===== config.mk =====
export PLATFORM = sky130hd
export DESIGN_NAME = cfg_tlp_engine
export DESIGN_NICKNAME = d
export VERILOG_FILES = /design/src/rtl/cfg_tlp_pkg.sv /design/src/rtl/cfg_tlp_lanes.sv /design/src/rtl/cfg_tlp_route.sv /design/src/rtl/cfg_tlp_wdog.sv /design/src/rtl/cfg_tlp_engine.sv
export SDC_FILE = /design/constraint.sdc
export NUM_CORES = 1
export LEC_CHECK = 0
export BUFFER_PORTS_ARGS = -buffer_cell sky130_fd_sc_hd__buf_2
export CAP_MARGIN = 20
export CORE_MARGIN = 2
export CORE_UTILIZATION = 57
export CTS_BUF_LIST = sky130_fd_sc_hd__clkbuf_8
export DETAILED_ROUTE_END_ITERATION = 10
export GPL_ROUTABILITY_DRIVEN = 0
export MAX_ROUTING_LAYER = met4
export PLACE_DENSITY = 0.93
export RECOVER_POWER = 25
export SETUP_SLACK_MARGIN = 0.2
export SLEW_MARGIN = 15
export SYNTH_ARGS = -nofsm -noshare
export SYNTH_HDL_FRONTEND = slang
export SYNTH_SLANG_ARGS = --single-unit

===== constraint.sdc =====
create_clock -name clk -period 4.3 [get_ports clk]
set_input_delay 0.43 -clock clk [delete_from_list [all_inputs] [get_ports clk]]
set_output_delay 0.43 -clock clk [all_outputs]
set_load 0.02 [all_outputs]

===== src/rtl/cfg_tlp_pkg.sv =====
package cfg_tlp_pkg;

   localparam int BUS_W = 8;
   localparam int DEV_W = 5;
   localparam int FN_W  = 3;
   localparam int DW    = 32;

   localparam logic [31:0] HDR0_READ  = 32'h0400_0000;
   localparam logic [31:0] HDR0_WRITE = 32'h4400_0000;
   localparam logic [31:0] HDR0_LEN1  = 32'h0000_0001;

   typedef enum logic [1:0] {
      ST_OK        = 2'd0,
      ST_NOT_FOUND = 2'd1,
      ST_TIMEOUT   = 2'd2
   } cfg_status_e;

   typedef enum logic [1:0] {
      SZ_BYTE = 2'd0,
      SZ_HALF = 2'd1,
      SZ_WORD = 2'd2
   } cfg_size_e;

   typedef enum logic [1:0] {
      PH_IDLE = 2'd0,
      PH_SEND = 2'd1,
      PH_WAIT = 2'd2,
      PH_RESP = 2'd3
   } cfg_phase_e;

endpackage


===== src/rtl/cfg_tlp_lanes.sv =====
module cfg_tlp_lanes
   import cfg_tlp_pkg::*;
#(
   parameter int WORD_W = 32
) (
   input  logic [1:0]        size,
   input  logic [1:0]        off_lo,
   input  logic [WORD_W-1:0] wdata,
   input  logic [WORD_W-1:0] cpl_data,
   output logic [3:0]        be,
   output logic [WORD_W-1:0] wlane,
   output logic [WORD_W-1:0] rlane
);

   localparam int NBYTES = WORD_W / 8;

   generate
      if (WORD_W != 32) begin : g_bad_width
         initial $error("cfg_tlp_lanes: WORD_W must be 32");
      end
   endgenerate

   logic [WORD_W-1:0] mask;
   logic [4:0]        wshift;
   logic [4:0]        rshift;
   logic [NBYTES-1:0] keep;

   always_comb begin
      case (size)
         SZ_BYTE: begin
            keep   = 4'b0001;
            be     = 4'b0001 << off_lo;
            wshift = {off_lo, 3'b000};
            rshift = {off_lo, 3'b000};
         end
         SZ_HALF: begin
            keep   = 4'b0011;
            be     = 4'b0011 << {off_lo[1], 1'b0};
            wshift = {off_lo, 3'b000};
            rshift = {off_lo[1], 4'b0000};
         end
         default: begin
            keep   = 4'b1111;
            be     = 4'b1111;
            wshift = 5'd0;
            rshift = 5'd0;
         end
      endcase
   end

   genvar gi;
   generate
      for (gi = 0; gi < NBYTES; gi++) begin : g_mask
         assign mask[gi*8 +: 8] = {8{keep[gi]}};
      end
   endgenerate

   assign wlane = (wdata & mask) << wshift;
   assign rlane = (cpl_data >> rshift) & mask;

endmodule


===== src/rtl/cfg_tlp_route.sv =====
module cfg_tlp_route
   import cfg_tlp_pkg::*;
#(
   parameter int                   FILTER_BUS = 128,
   parameter int                   NUM_FWD    = 2,
   parameter logic [NUM_FWD*5-1:0] FWD_LIST   = {5'd8, 5'd0}
) (
   input  logic [BUS_W-1:0] bus,
   input  logic [DEV_W-1:0] dev,
   input  logic             link_up,
   output logic             type1,
   output logic             reject
);

   generate
      if (NUM_FWD < 1) begin : g_bad_fwd
         initial $error("cfg_tlp_route: NUM_FWD must be at least 1");
      end
      if (FILTER_BUS < 0 || FILTER_BUS > 255) begin : g_bad_bus
         initial $error("cfg_tlp_route: FILTER_BUS out of range");
      end
   endgenerate

   localparam logic [BUS_W-1:0] FBUS = BUS_W'(FILTER_BUS);

   logic [NUM_FWD-1:0] hit;

   genvar gi;
   generate
      for (gi = 0; gi < NUM_FWD; gi++) begin : g_slot
         assign hit[gi] = (dev == FWD_LIST[gi*DEV_W +: DEV_W]);
      end
   endgenerate

   logic filtered;
   assign type1    = (bus > FBUS);
   assign filtered = (bus == FBUS) && !(|hit);
   assign reject   = filtered || (type1 && !link_up);

endmodule


===== src/rtl/cfg_tlp_wdog.sv =====
module cfg_tlp_wdog #(
   parameter int TX_LIMIT = 32,
   parameter int RX_LIMIT = 200
) (
   input  logic clk,
   input  logic rst_n,
   input  logic clear,
   input  logic run,
   input  logic sel_rx,
   output logic expired
);

   generate
      if (TX_LIMIT < 2 || RX_LIMIT < 2) begin : g_bad_limit
         initial $error("cfg_tlp_wdog: limits must be at least 2");
      end
   endgenerate

   localparam int MAXL  = (TX_LIMIT > RX_LIMIT) ? TX_LIMIT : RX_LIMIT;
   localparam int CNT_W = $clog2(MAXL + 1);
   localparam logic [CNT_W-1:0] TX_END = CNT_W'(TX_LIMIT - 1);
   localparam logic [CNT_W-1:0] RX_END = CNT_W'(RX_LIMIT - 1);

   logic [CNT_W-1:0] cnt_q;
   logic [CNT_W-1:0] end_val;

   assign end_val = sel_rx ? RX_END : TX_END;
   assign expired = run && !clear && (cnt_q == end_val);

   always_ff @(posedge clk) begin
      if (!rst_n || clear) begin
         cnt_q <= '0;
      end else if (run) begin
         cnt_q <= cnt_q + 1'b1;
      end
   end

   AST_WDOG_CAP: assert property (@(posedge clk) disable iff (!rst_n)
      run |-> cnt_q <= end_val) else $error("watchdog count past limit");

endmodule


===== src/rtl/cfg_tlp_engine.sv =====
module cfg_tlp_engine
   import cfg_tlp_pkg::*;
#(
   parameter int                   OFF_W      = 12,
   parameter int                   TAG_W      = 3,
   parameter logic [31:0]          REQ_CONST  = 32'h0000_2000,
   parameter int                   TX_LIMIT   = 32,
   parameter int                   RX_LIMIT   = 200,
   parameter int                   FILTER_BUS = 128,
   parameter int                   NUM_FWD    = 2,
   parameter logic [NUM_FWD*5-1:0] FWD_LIST   = {5'd8, 5'd0}
) (
   input  logic             clk,
   input  logic             rst_n,
   input  logic             req_valid,
   output logic             req_ready,
   input  logic             req_write,
   input  logic [7:0]       req_bus,
   input  logic [4:0]       req_dev,
   input  logic [2:0]       req_func,
   input  logic [OFF_W-1:0] req_offset,
   input  logic [1:0]       req_size,
   input  logic [31:0]      req_wdata,
   input  logic             link_up,
   output logic             tx_valid,
   input  logic             tx_ready,
   output logic [31:0]      tx_data,
   output logic             tx_last,
   input  logic             rx_valid,
   input  logic [31:0]      rx_desc,
   input  logic [31:0]      rx_data,
   output logic             resp_valid,
   output logic [1:0]       resp_status,
   output logic [31:0]      resp_rdata
);

   generate
      if (TAG_W < 1 || TAG_W > 8) begin : g_bad_tag
         initial $error("cfg_tlp_engine: TAG_W must be 1..8");
      end
      if (OFF_W < 2 || OFF_W > 16) begin : g_bad_off
         initial $error("cfg_tlp_engine: OFF_W must be 2..16");
      end
   endgenerate

   cfg_phase_e       phase_q;
   logic             wr_q;
   logic [7:0]       bus_q;
   logic [4:0]       dev_q;
   logic [2:0]       fn_q;
   logic [OFF_W-1:0] off_q;
   logic [1:0]       size_q;
   logic [31:0]      wdata_q;
   logic             type1_q;
   logic             sent_q;
   logic [2:0]       beat_q;
   logic [TAG_W-1:0] tag_q;
   logic [1:0]       status_q;
   logic [31:0]      rdata_q;

   // request routing on the live request fields
   logic rt_type1;
   logic rt_reject;

   cfg_tlp_route #(
      .FILTER_BUS (FILTER_BUS),
      .NUM_FWD    (NUM_FWD),
      .FWD_LIST   (FWD_LIST)
   ) u_route (
      .bus     (req_bus),
      .dev     (req_dev),
      .link_up (link_up),
      .type1   (rt_type1),
      .reject  (rt_reject)
   );

   // lane alignment on the latched fields
   logic [3:0]  be;
   logic [31:0] wlane;
   logic [31:0] rlane;

   cfg_tlp_lanes #(
      .WORD_W (DW)
   ) u_lanes (
      .size     (size_q),
      .off_lo   (off_q[1:0]),
      .wdata    (wdata_q),
      .cpl_data (rx_data),
      .be       (be),
      .wlane    (wlane),
      .rlane    (rlane)
   );

   // transfer watchdog
   logic wd_clear;
   logic wd_run;
   logic wd_expired;

   assign wd_clear = (phase_q == PH_IDLE) || (tx_valid && tx_ready);
   assign wd_run   = (phase_q == PH_SEND) || (phase_q == PH_WAIT);

   cfg_tlp_wdog #(
      .TX_LIMIT (TX_LIMIT),
      .RX_LIMIT (RX_LIMIT)
   ) u_wdog (
      .clk     (clk),
      .rst_n   (rst_n),
      .clear   (wd_clear),
      .run     (wd_run),
      .sel_rx  (phase_q == PH_WAIT),
      .expired (wd_expired)
   );

   // header words
   logic [31:0] hdr0;
   logic [31:0] hdr1;
   logic [31:0] hdr2;
   logic [15:0] off16;
   logic [2:0]  last_beat;

   assign off16     = 16'(off_q) & 16'hFFFC;
   assign hdr0      = (wr_q ? HDR0_WRITE : HDR0_READ) | HDR0_LEN1 | (32'(type1_q) << 24);
   assign hdr1      = REQ_CONST | (32'(tag_q) << 8) | 32'(be);
   assign hdr2      = {bus_q, dev_q, fn_q, off16};
   assign last_beat = wr_q ? 3'd4 : 3'd3;

   always_comb begin
      case (beat_q)
         3'd0:    tx_data = hdr0;
         3'd1:    tx_data = hdr1;
         3'd2:    tx_data = hdr2;
         3'd3:    tx_data = 32'h0;
         default: tx_data = wlane;
      endcase
   end

   assign req_ready   = (phase_q == PH_IDLE);
   assign tx_valid    = (phase_q == PH_SEND);
   assign tx_last     = tx_valid && (beat_q == last_beat);
   assign resp_valid  = (phase_q == PH_RESP);
   assign resp_status = status_q;
   assign resp_rdata  = rdata_q;

   logic cpl_err;
   assign cpl_err = (rx_desc[15:13] != 3'b000);

   always_ff @(posedge clk) begin
      if (!rst_n) begin
         phase_q  <= PH_IDLE;
         wr_q     <= 1'b0;
         bus_q    <= '0;
         dev_q    <= '0;
         fn_q     <= '0;
         off_q    <= '0;
         size_q   <= '0;
         wdata_q  <= '0;
         type1_q  <= 1'b0;
         sent_q   <= 1'b0;
         beat_q   <= '0;
         tag_q    <= '0;
         status_q <= ST_OK;
         rdata_q  <= '0;
      end else begin
         case (phase_q)
            PH_IDLE: begin
               if (req_valid) begin
                  wr_q    <= req_write;
                  bus_q   <= req_bus;
                  dev_q   <= req_dev;
                  fn_q    <= req_func;
                  off_q   <= req_offset;
                  size_q  <= req_size;
                  wdata_q <= req_wdata;
                  type1_q <= rt_type1;
                  beat_q  <= '0;
                  if (rt_reject) begin
                     sent_q   <= 1'b0;
                     status_q <= ST_NOT_FOUND;
                     rdata_q  <= '1;
                     phase_q  <= PH_RESP;
                  end else begin
                     sent_q  <= 1'b1;
                     phase_q <= PH_SEND;
                  end
               end
            end
            PH_SEND: begin
               if (tx_ready) begin
                  beat_q <= beat_q + 1'b1;
                  if (beat_q == last_beat) begin
                     phase_q <= PH_WAIT;
                  end
               end else if (wd_expired) begin
                  status_q <= ST_TIMEOUT;
                  rdata_q  <= '1;
                  phase_q  <= PH_RESP;
               end
            end
            PH_WAIT: begin
               if (rx_valid) begin
                  status_q <= ST_OK;
                  if (cpl_err) begin
                     rdata_q <= '1;
                  end else if (wr_q) begin
                     rdata_q <= '0;
                  end else begin
                     rdata_q <= rlane;
                  end
                  phase_q <= PH_RESP;
               end else if (wd_expired) begin
                  status_q <= ST_TIMEOUT;
                  rdata_q  <= '1;
                  phase_q  <= PH_RESP;
               end
            end
            default: begin
               if (sent_q) begin
                  tag_q <= tag_q + 1'b1;
               end
               phase_q <= PH_IDLE;
            end
         endcase
      end
   end

   AST_TAG_STEP: assert property (@(posedge clk) disable iff (!rst_n)
      (resp_valid && sent_q) |=> (tag_q == $past(tag_q) + 1'b1)) else $error("tag step");

   AST_TAG_HOLD: assert property (@(posedge clk) disable iff (!rst_n)
      (resp_valid && !sent_q) |=> $stable(tag_q)) else $error("tag moved on reject");

   AST_BE_COUNT: assert property (@(posedge clk) disable iff (!rst_n)
      (tx_valid && beat_q == 3'd1) |->
         ($countones(tx_data[3:0]) == ((size_q == SZ_BYTE) ? 1 : (size_q == SZ_HALF) ? 2 : 4)))
      else $error("byte enable count");

   AST_TX_HOLD: assert property (@(posedge clk) disable iff (!rst_n)
      (tx_valid && !tx_ready && !wd_expired) |=> (tx_valid && $stable(tx_data)))
      else $error("offered beat changed");

   AST_TIMEOUT_ONES: assert property (@(posedge clk) disable iff (!rst_n)
      (resp_valid && resp_status == ST_TIMEOUT) |-> (resp_rdata == 32'hFFFF_FFFF))
      else $error("timeout data");

   AST_REJECT_SILENT: assert property (@(posedge clk) disable iff (!rst_n)
      (req_valid && req_ready && rt_reject) |=> (resp_valid && !tx_valid && resp_status == ST_NOT_FOUND))
      else $error("reject not immediate");

   AST_RESP_PULSE: assert property (@(posedge clk) disable iff (!rst_n)
      resp_valid |=> (!resp_valid && req_ready)) else $error("response pulse");

endmodule


==> metrics <==
status finished, violations left; failing checks max-capacitance violations, max-slew violations; Total GRT Usage 32.6%; Synth area leaders dfxtp_1 (37%), nand2_1 (11%), a21oi_1 (11%), o21ai_0 (2.7%), clkbuf_1 (2.4%); crit path capture wdata_q[16]$_SDFFE_PN0P_; Tot Pwr 4.34 mW; postcts setup bufs 0; critical path class in -> reg; share of cells above drive strength 1 21.6%; DRC viols 0; clk root buf clkbuf_8; Seq/Total Area, Yosys 37.3%; Total Wirelength 18,900 µm; Worst slew margin -97.8%; async set-reset flop share out of synthesis 0%; CTS tree built; area grow syn2layout 18.3%; Mapped Avg Cell Area 7.76 µm²; cell row count 38; multi-input logic area 0.00355 mm²; die height 108 µm; Die W 108 µm; Synth Cell Area 0.00618 mm²; die area 0.0117 mm²; ANT nets after route 0; initial antenna violation count 0; first drt pass iteration count 5; Worst Hold Class in -> reg; post-layout util 68.4%; top-area cell type share of the netlist area 37.3%; Starting Density 57.8%; Net count, final 1,075; Hold Fails Final Rpt 0; Setup Skew 0.0169 ns; Setup violations, final 0; CTS sink cnt 115; CP startpoint kind primary input; Critical Path RT 4.46 ns; RSZ-0062 raised after global routing no; final slew viol count 110; Core ar. 0.0107 mm²; CTS Buf Count 17; total global routing overflow 0; via count 6,711; Lkg Pwr 2.96 nW; I/O Pins 203; worst vdd ir 535 µV; first-pass GRT wire length 29,200 µm; flops & latches, synth 115; Yosys Warn Count 0; FF-to-FF setup slack 1.52 ns; biggest area consumer among synthesized cells dfxtp_1; Final HPWL DP 13,200 µm; Post-Synthesis Cells 796; min Tclk post-route 3.58 ns; final setup TNS 0 ns; Reg clk slew, reported paths 0.07 ns; PortBufs 173; Post-synth EDFFs 0; post-synth cell types 66; Setup crit end kind flop; FILL cells 879; routed len/inst 17.4 µm; hold slack final 0.236 ns; Tightest Pin Transition 2.97 ns; Crit Path Max Fanout 71; CTS resizes 0; ys flop type dfxtp_1; CP Data Arrival Time 3.74 ns; most common cell after layout, fill and taps aside nand2_1; Reg area 0.00230 mm²; R2R Path Start phase_q[0]$_SDFFE_PN0P_; R2R cell count 7; Critical path origin rst_n; via-per-instance ratio 6.19; worst reg2reg path endpoint resp_rdata[5]$_SDFFE_PN0P_; Max clock buf depth 2; Fmax achieved 280 MHz; H-Tree Depth 4; # hold bufs at CTS 0; 1st-iter DRT viols 791; most frequent cells in the layout nand2_1 (185), buf_2 (137), a21oi_1 (130), dfxtp_1 (115), clkbuf_1 (37); # Max-Cap Violations 2; fin crit share 83.2%; Skew-Pair Late Insertion Delay 0.43 ns; largest net degree at the start of global routing 72; Synthesized Nets 940; vias in the first global route 6,146; power per cell area 594 mW/mm²
-- worst max-delay path, cell delays in order --
cell,delay [ns]
clkbuf_1,0.64
inv_1,0.38
clkbuf_1,2.13
a21oi_1,0.12
-- cells in the mapped netlist (3+ instances only) --
library cell and instances:
nand2_1 186, a21oi_1 130, dfxtp_1 115, clkbuf_1 40, o21ai_0 33, nor2_1 24, nor2b_1 18, o22ai_1 18
a22oi_1 15, mux2i_1 15, buf_2 12, nand3_1 12, o21a_1 12, ha_1 11, inv_1 10, o2bb2ai_1 10
a221oi_1 8, a22o_1 8, a32o_2 8, o221ai_1 8, a31oi_1 7, o31ai_1 7, nor4bb_1 6, o221a_2 6
xor2_1 6, buf_1 5, nand4_1 4, nor3_1 4, o21ai_1 4, and4bb_2 3, buf_6 3, or2_2 3
or3_1 3
-- logic make-up after synthesis --
family	after synthesis	share of synthesized area (%)
adders and majority gates	11	2.23
AOI/OAI and AO/OA	293	30.4
and+or+nand+nor	279	20.9
muxes	16	2.79
DFF	115	37.3
buffers and inverters	75	5.45
xor gates and xnor gates	7	0.992
-- worst min-delay path by stage --
stage | startpoint | endpoint | slack, ns | cells after the start
5_1_grt | req_wdata[4] | wdata_q[4]$_SDFFE_PN0P_ | 0.25 | 3
6_report | req_wdata[6] | wdata_q[6]$_SDFFE_PN0P_ | 0.24 | 3
2_1_floorplan | type1_q$_SDFFE_PN0P_ | type1_q$_SDFFE_PN0P_ | 0.43 | 2
3_3_place_gp | type1_q$_SDFFE_PN0P_ | type1_q$_SDFFE_PN0P_ | 0.44 | 2
4_1_cts | req_wdata[22] | wdata_q[22]$_SDFFE_PN0P_ | 0.23 | 3
3_5_place_dp | off_q[7]$_SDFFE_PN0P_ | off_q[7]$_SDFFE_PN0P_ | 0.45 | 2
-- metrics by stage --
stage	area, µm²	cells	setup slack (ns)
floorplan	6180	796	1.76
global placement	6970	1051	1.54
detailed placement	6970	1051	1.47
CTS	7340	1083	0.979
global route	7310	1084	0.438
finish	7310	1085	0.722
-- per-layer routing --
layer	track usage, %	share of wire (%)	vias to the layer above
li1	-	-	3138
met1	44.0	41	3040
met2	46.4	44	450
met3	5.97	10	83
met4	16.8	4.6	0
met5	-	0	-
-- power breakdown --
part	switching [mW]	internal, mW
Clock	0.447	0.500
Combinational	1.22	0.624
Sequential	0.208	1.34
-- flip-flops by register name, summed over array words and instances, names as in the netlist --
register and cells:
resp_rdata 32, wdata_q 32, off_q 12, bus_q 8, u_wdog.cnt_q 8, dev_q 5
beat_q 3, fn_q 3, tag_q 3, phase_q 2, resp_status 2, size_q 2
sent_q 1, type1_q 1, wr_q 1
-- layout make-up --
cell class                      count  area share, %
Clock inverter                     15           1.76
Antenna cell                        1         0.0342
Tap cell                          140           2.40
Inverter                           11          0.565
Timing Repair Buffer              180           12.1
Multi-Input combinational cell    606           48.5
Sequential cell                   115           31.5
Clock buffer                       17           3.20
Note: power is estimated with default switching activity, not from simulation.
